`src/rtl/perr_pkg.sv`:
```
package perr_pkg;
  // Number of set bits in a 64-bit vector; callers zero-extend narrower words.
  function automatic logic [6:0] ones64(input logic [63:0] v);
    logic [6:0] n;
    n = '0;
    for (int i = 0; i < 64; i++) n = n + {6'd0, v[i]};
    return n;
  endfunction
endpackage

```
`src/rtl/parity_cmp.sv`:
```
module parity_cmp #(
  parameter int PAR_W  = 8,
  localparam int ONES_W = $clog2(PAR_W + 1)
) (
  input  logic [PAR_W-1:0]  calc,
  input  logic [PAR_W-1:0]  rcvd,
  output logic [ONES_W-1:0] diff_ones,
  output logic              any_diff
);
  import perr_pkg::*;
  logic [PAR_W-1:0] diff;
  logic [6:0]       ones_full;
  assign diff      = calc ^ rcvd;
  assign ones_full = ones64(64'(diff));
  assign diff_ones = ONES_W'(ones_full);
  assign any_diff  = |diff;
endmodule

```
`src/rtl/sat_accum.sv`:
```
module sat_accum #(
  parameter int ACC_W = 24,
  parameter int INC_W = 4
) (
  input  logic             clk,
  input  logic             rst_n,
  input  logic             inc_en,
  input  logic [INC_W-1:0] inc,
  input  logic             xfer,
  input  logic             clr_on_xfer,
  output logic [ACC_W-1:0] acc
);
  function automatic logic [ACC_W-1:0] sat_add(input logic [ACC_W-1:0] a,
                                               input logic [INC_W-1:0] b);
    logic [ACC_W:0] s;
    s = {1'b0, a} + (ACC_W + 1)'(b);
    return s[ACC_W] ? '1 : s[ACC_W-1:0];
  endfunction

  logic [ACC_W-1:0] base, acc_nxt;
  assign base    = (xfer && clr_on_xfer) ? '0 : acc;
  assign acc_nxt = inc_en ? sat_add(base, inc) : base;

  always_ff @(posedge clk) begin
    if (!rst_n) acc <= '0;
    else        acc <= acc_nxt;
  end
endmodule

```
`src/rtl/sticky_flag.sv`:
```
module sticky_flag (
  input  logic clk,
  input  logic rst_n,
  input  logic set,
  input  logic clr,
  output logic q
);
  always_ff @(posedge clk) begin
    if (!rst_n)   q <= 1'b0;
    else if (set) q <= 1'b1;
    else if (clr) q <= 1'b0;
  end
endmodule

```
`src/rtl/parity_err_monitor.sv`:
```
module parity_err_monitor #(
  parameter int PAR_W     = 8,
  parameter int BIT_CNT_W = 24,
  parameter int BLK_CNT_W = 20
) (
  input  logic                 clk,
  input  logic                 rst_n,
  input  logic                 frame_vld,
  input  logic [PAR_W-1:0]     calc_par,
  input  logic [PAR_W-1:0]     rx_par,
  input  logic                 sec_tick,
  input  logic                 clr_on_xfer,
  input  logic                 lof,
  input  logic                 los,
  input  logic                 oof,
  input  logic                 oof_pause_en,
  input  logic                 iae,
  input  logic                 iae_pause_en,
  input  logic                 err_flag_clr,
  input  logic                 err_irq_mask,
  output logic [BIT_CNT_W-1:0] bit_err_snap,
  output logic [BLK_CNT_W-1:0] blk_err_snap,
  output logic                 err_flag,
  output logic                 err_irq
);
  localparam int ONES_W = $clog2(PAR_W + 1);

  // Named internal events, observed by the bound checker.
  logic              paused;
  logic              frame_counted;
  logic              frame_errored;
  logic [ONES_W-1:0] bits_inc;
  logic [BIT_CNT_W-1:0] bit_acc;
  logic [BLK_CNT_W-1:0] blk_acc;

  assign paused        = lof || los || (oof && oof_pause_en) || (iae && iae_pause_en);
  assign frame_counted = frame_vld && !paused;

  parity_cmp #(.PAR_W(PAR_W)) u_cmp (
    .calc      (calc_par),
    .rcvd      (rx_par),
    .diff_ones (bits_inc),
    .any_diff  (frame_errored)
  );

  sat_accum #(.ACC_W(BIT_CNT_W), .INC_W(ONES_W)) u_bit_acc (
    .clk         (clk),
    .rst_n       (rst_n),
    .inc_en      (frame_counted),
    .inc         (bits_inc),
    .xfer        (sec_tick),
    .clr_on_xfer (clr_on_xfer),
    .acc         (bit_acc)
  );

  sat_accum #(.ACC_W(BLK_CNT_W), .INC_W(1)) u_blk_acc (
    .clk         (clk),
    .rst_n       (rst_n),
    .inc_en      (frame_counted),
    .inc         (frame_errored),
    .xfer        (sec_tick),
    .clr_on_xfer (clr_on_xfer),
    .acc         (blk_acc)
  );

  always_ff @(posedge clk) begin
    if (!rst_n) begin
      bit_err_snap <= '0;
      blk_err_snap <= '0;
    end else if (sec_tick) begin
      bit_err_snap <= bit_acc;
      blk_err_snap <= blk_acc;
    end
  end

  sticky_flag u_flag (
    .clk   (clk),
    .rst_n (rst_n),
    .set   (frame_counted && frame_errored),
    .clr   (err_flag_clr),
    .q     (err_flag)
  );

  assign err_irq = err_flag && err_irq_mask;
endmodule

```
`config.mk`:
```
export PLATFORM = sky130hd
export DESIGN_NAME = parity_err_monitor
export DESIGN_NICKNAME = d
export VERILOG_FILES = /design/src/rtl/perr_pkg.sv /design/src/rtl/parity_cmp.sv /design/src/rtl/sat_accum.sv /design/src/rtl/sticky_flag.sv /design/src/rtl/parity_err_monitor.sv
export SDC_FILE = /design/constraint.sdc
export NUM_CORES = 1
export LEC_CHECK = 0
export ABC_AREA = 0
export CORE_UTILIZATION = 55
export CTS_BUF_LIST = sky130_fd_sc_hd__clkbuf_4 sky130_fd_sc_hd__clkbuf_8
export DETAILED_ROUTE_END_ITERATION = 8
export PLACE_DENSITY = 0.88
export SLEW_MARGIN = 20
export SYNTH_ARGS = -nofsm -noshare
export SYNTH_HDL_FRONTEND = slang
export SYNTH_SLANG_ARGS = --single-unit
```
`constraint.sdc`:
```
create_clock -name clk -period 14.3 [get_ports clk]
set_input_delay 2.86 -clock clk [delete_from_list [all_inputs] [get_ports clk]]
set_output_delay 2.86 -clock clk [all_outputs]
set_load 0.01 [all_outputs]
```
==> summary.md <==
| Metric | Value |
|---|---|
| Wire length of the first global-routing pass | `16200 um` |
| Reg2reg start | `u_bit_acc.acc[0]` |
| Endpoint class of the critical path | `register` |
| Sequential share of power | `0.521` |
| DP HPWL | `6540 um` |
| CP most frequent cell | `fa_1` |
| Syn_nets | `508` |
| Buf+Inv Stages, Crit Path | `4` |
| Power Density | `91.7 nW/um^2` |
| Unrepaired setup endpoints after global routing | `no` |
| Dpl cells | `615` |
| CP max stage cell | `nor4_1` |
| Int Pwr | `347 uW` |
| Instance area at placement | `5030 um^2` |
| Net Sw Power | `131 uW` |
| Routed Antenna Nets | `0` |
| Yosys cell types | `46` |
| Clock latency reported for the late side of the worst-skew pair | `0.37 ns` |
| CP Launch Point | `calc_par[1]` |
| CTS tree | `yes` |
| Overall power | `479 uW` |
| Setup TNS | `0 ns` |
| Leakage | `0.00204 uW` |
| Ys async rst share | `0` |
| CTS max path bufs | `2` |
| Final Instance Area | `5220 um^2` |
| Met2 GRT Util | `0.415` |
| Crit-path max FO | `5` |
| WL per Instance | `15.0 um` |
| Largest stage delay, worst path | `0.89 ns` |
| Post-synth top area cell | `dfxtp_1` |
| I/O pins | `75` |
| Starting Density | `0.578` |
| Util after Layout | `0.708` |
| Vias in the first global route | `3574` |
| Tmin final | `7.67 ns` |
| Top-count cell post-synth | `dfxtp_1` |
| Grt total ovfl | `0` |
| Ant diodes | `0` |
| EDFF count, synth | `0` |
| Worst-path cell chain | `clkdlybuf4s50_1, xor2_1, inv_1, ha_1, fa_1, inv_1, fa_1, inv_1, fa_1, fa_1, xor2_1, ha_1, o21a_1, a21oi_1, nor4_1, nand3_1, xnor2_1, o21ai_0` |
| Crit path kind | `input pin to register` |
| CTS sink cnt | `89` |
| Netlist Area Pre-Place | `4260 um^2` |
| Via density | `5.65` |
| H-tree depth | `3` |
| GRT met1 Usage | `0.291` |
| Post-CTS resize count | `0` |
| CTS Hold Bufs | `0` |
| Top cells by area, synth | `dfxtp_1 42%, mux2i_1 10%, nor2_1 5.1%` |
| Synth cell count leaders | `89 x dfxtp_1, 58 x nor2_1, 44 x mux2i_1` |
| Switching portion of total power | `0.274` |
| Most crowded layer after global routing | `met2` |
| # DRC | `0` |
| Routed wire length | `9460 um` |
| Placement Rows | `31` |
| Setup bufs post-CTS | `0` |
| Initial drt markers | `138` |
| Ys flop type | `dfxtp_1` |
| Max Slew Vio Count | `0` |
| Syn-to-layout area delta | `22.6%` |
| Least-Margin Pin Slew | `1.03 ns` |
| Layout cells sized above 1 | `0.0677` |
| Vias after detailed routing | `3562` |
| Core area | `7370 um^2` |
| Synth top area share | `0.418` |
| Final clock skew | `0.00770 ns` |
| Initial antenna violation count | `0` |
| Max Cap Violations | `0` |
| Sequential area share after synthesis | `0.418` |
| Vert. Die Dim | `90.0 um` |
| Port-buffer cells | `74` |
| Clock slew at reported path FFs | `0.09 ns` |
| Post-synthesis sequential element count | `89` |
| Status | `complete, no violations` |
| Hold path start | `blk_err_snap[7]` |
| Post-Synthesis Cells | `464` |
| Final setup fails | `0` |
| CTS Root Cell | `clkbuf_8` |
| Die Area | `8100 um^2` |
| Fmax | `0.130 GHz` |
| Hold Fails Final Rpt | `0` |
| Synth Warn # | `0` |
| Top delay family on crit path | `adder cells` |
| GRT Util Overall | `0.244` |
| Comb power frac | `0.134` |
| CTS Buf Count | `9` |
| GR Util met3 | `0.0626` |
| Clock share of power | `0.346` |
| Finished Layout Cells | `631` |
| Hold Crit Class | `register to register` |
| Setup crit start kind | `input pin` |
| Slew headroom | `0.308` |
| Die Width | `90.0 um` |
| Largest net degree at the start of global routing | `69` |
| Syn avg cell area | `9.18 um^2` |
| CP arrival | `7.89 ns` |
| Fin nets | `571` |
| Worst IR drop on VDD | `0.0714 mV` |
| Final period util | `0.536` |
| CP Data Required Time | `14.52 ns` |
| Gp weighted congestion | `0.835` |
| DRT Pass-1 Iters | `5` |
[worst register-to-register path, cell delays in order (launching register included)]
cell and delay, ns:
dfxtp_1 0.35, and2_1 0.16, ha_1 0.23, fa_1 0.25, a211oi_1 0.09, nor2_1 0.27, or4b_1 0.61, nand2b_4 0.22
nand2b_1 0.16, o311a_1 0.29
[final timing paths]
path                       end  slack (ns)  cells past startpoint
max          u_bit_acc.acc[23]        6.63                     18
min            blk_err_snap[7]        0.50                      2
max reg2reg  u_bit_acc.acc[20]       11.57                      9
min reg2reg    blk_err_snap[7]        0.50                      2
[per-stage QoR]
stage / hold slack, ns / setup slack (ns)
floorplan: 0.455 / 7.05
global placement: 0.471 / 6.41
finish: 0.498 / 6.63
CTS: 0.505 / 6.63
global route: 0.530 / 6.30
detailed placement: 0.483 / 6.31
[registers in the layout (all words and copies together) (netlist names)]
name / cells
blk_err_snap: 20
u_blk_acc.acc: 20
bit_err_snap: 24
u_flag.q: 1
u_bit_acc.acc: 24
[layout by cell type (no fill, tap or decap), types with 2 or more instances in the layout]
| master | synthesis | final |
|---|---|---|
| dfxtp_1 | 89 | 89 |
| clkdlybuf4s50_1 | 0 | 73 |
| nor2_1 | 58 | 58 |
| mux2i_1 | 44 | 44 |
| nand2_1 | 36 | 36 |
| nand3_1 | 24 | 24 |
| xnor2_1 | 19 | 19 |
| a21oi_1 | 19 | 19 |
| xor2_1 | 18 | 18 |
| nand4_1 | 12 | 12 |
| o21ai_0 | 12 | 12 |
| and2_1 | 10 | 10 |
| ha_1 | 10 | 10 |
| clkbuf_8 | 0 | 10 |
| inv_1 | 10 | 9 |
| and3_1 | 8 | 8 |
| nor3_1 | 7 | 7 |
| o21ai_2 | 6 | 6 |
| and4_1 | 6 | 6 |
| fa_1 | 5 | 5 |
| o21a_1 | 4 | 4 |
| a211oi_1 | 4 | 4 |
| o21ai_1 | 4 | 4 |
| o221a_2 | 4 | 4 |
| nor4_1 | 3 | 3 |
| a31oi_1 | 3 | 3 |
| a21o_1 | 3 | 3 |
| nor2b_1 | 2 | 2 |
| clkinv_2 | 0 | 2 |
| a211o_1 | 2 | 2 |
| o311a_1 | 2 | 2 |
| o211a_1 | 2 | 2 |
| nor3b_1 | 2 | 2 |
| clkinvlp_4 | 0 | 2 |
| buf_4 | 0 | 2 |
[cell families after synthesis]
group,Yosys count,share of synthesized area
flops,89,0.418
mux,44,0.103
fa+ha+maj,15,0.0529
buf+inv,34,0.0326
simple gates,176,0.207
xor+xnor,37,0.0761
compound gates,69,0.109
[area by class of cell]
type                            count  area (um^2)
Sequential cell                    89         1780
Fill cell                         572         2150
Inverter                           10         38.8
Clock inverter                      6         48.8
Multi-Input combinational cell    341         2340
Clock buffer                       10          138
Timing Repair Buffer               76          751
Tap cell                           99          124
[power by group through the flow]
| stage | registers [uW] | clock network [uW] | logic, uW |
|---|---|---|---|
| after global placement | 255 | 0 | 61.5 |
| after detailed placement | 255 | 0 | 63.9 |
| final | 249 | 165 | 64.1 |
| after CTS | 249 | 168 | 64.3 |
| after floorplan | 255 | 0 | 46.1 |
| after global routing | 249 | 178 | 72.5 |
[routing by layer]
metal | up-vias | share of wire
li1 | 1741 | -
met1 | 1686 | 0.44
met2 | 103 | 0.49
met3 | 32 | 0.043
met4 | 0 | 0.028
met5 | - | 0
(Power assumes the default switching activity.)
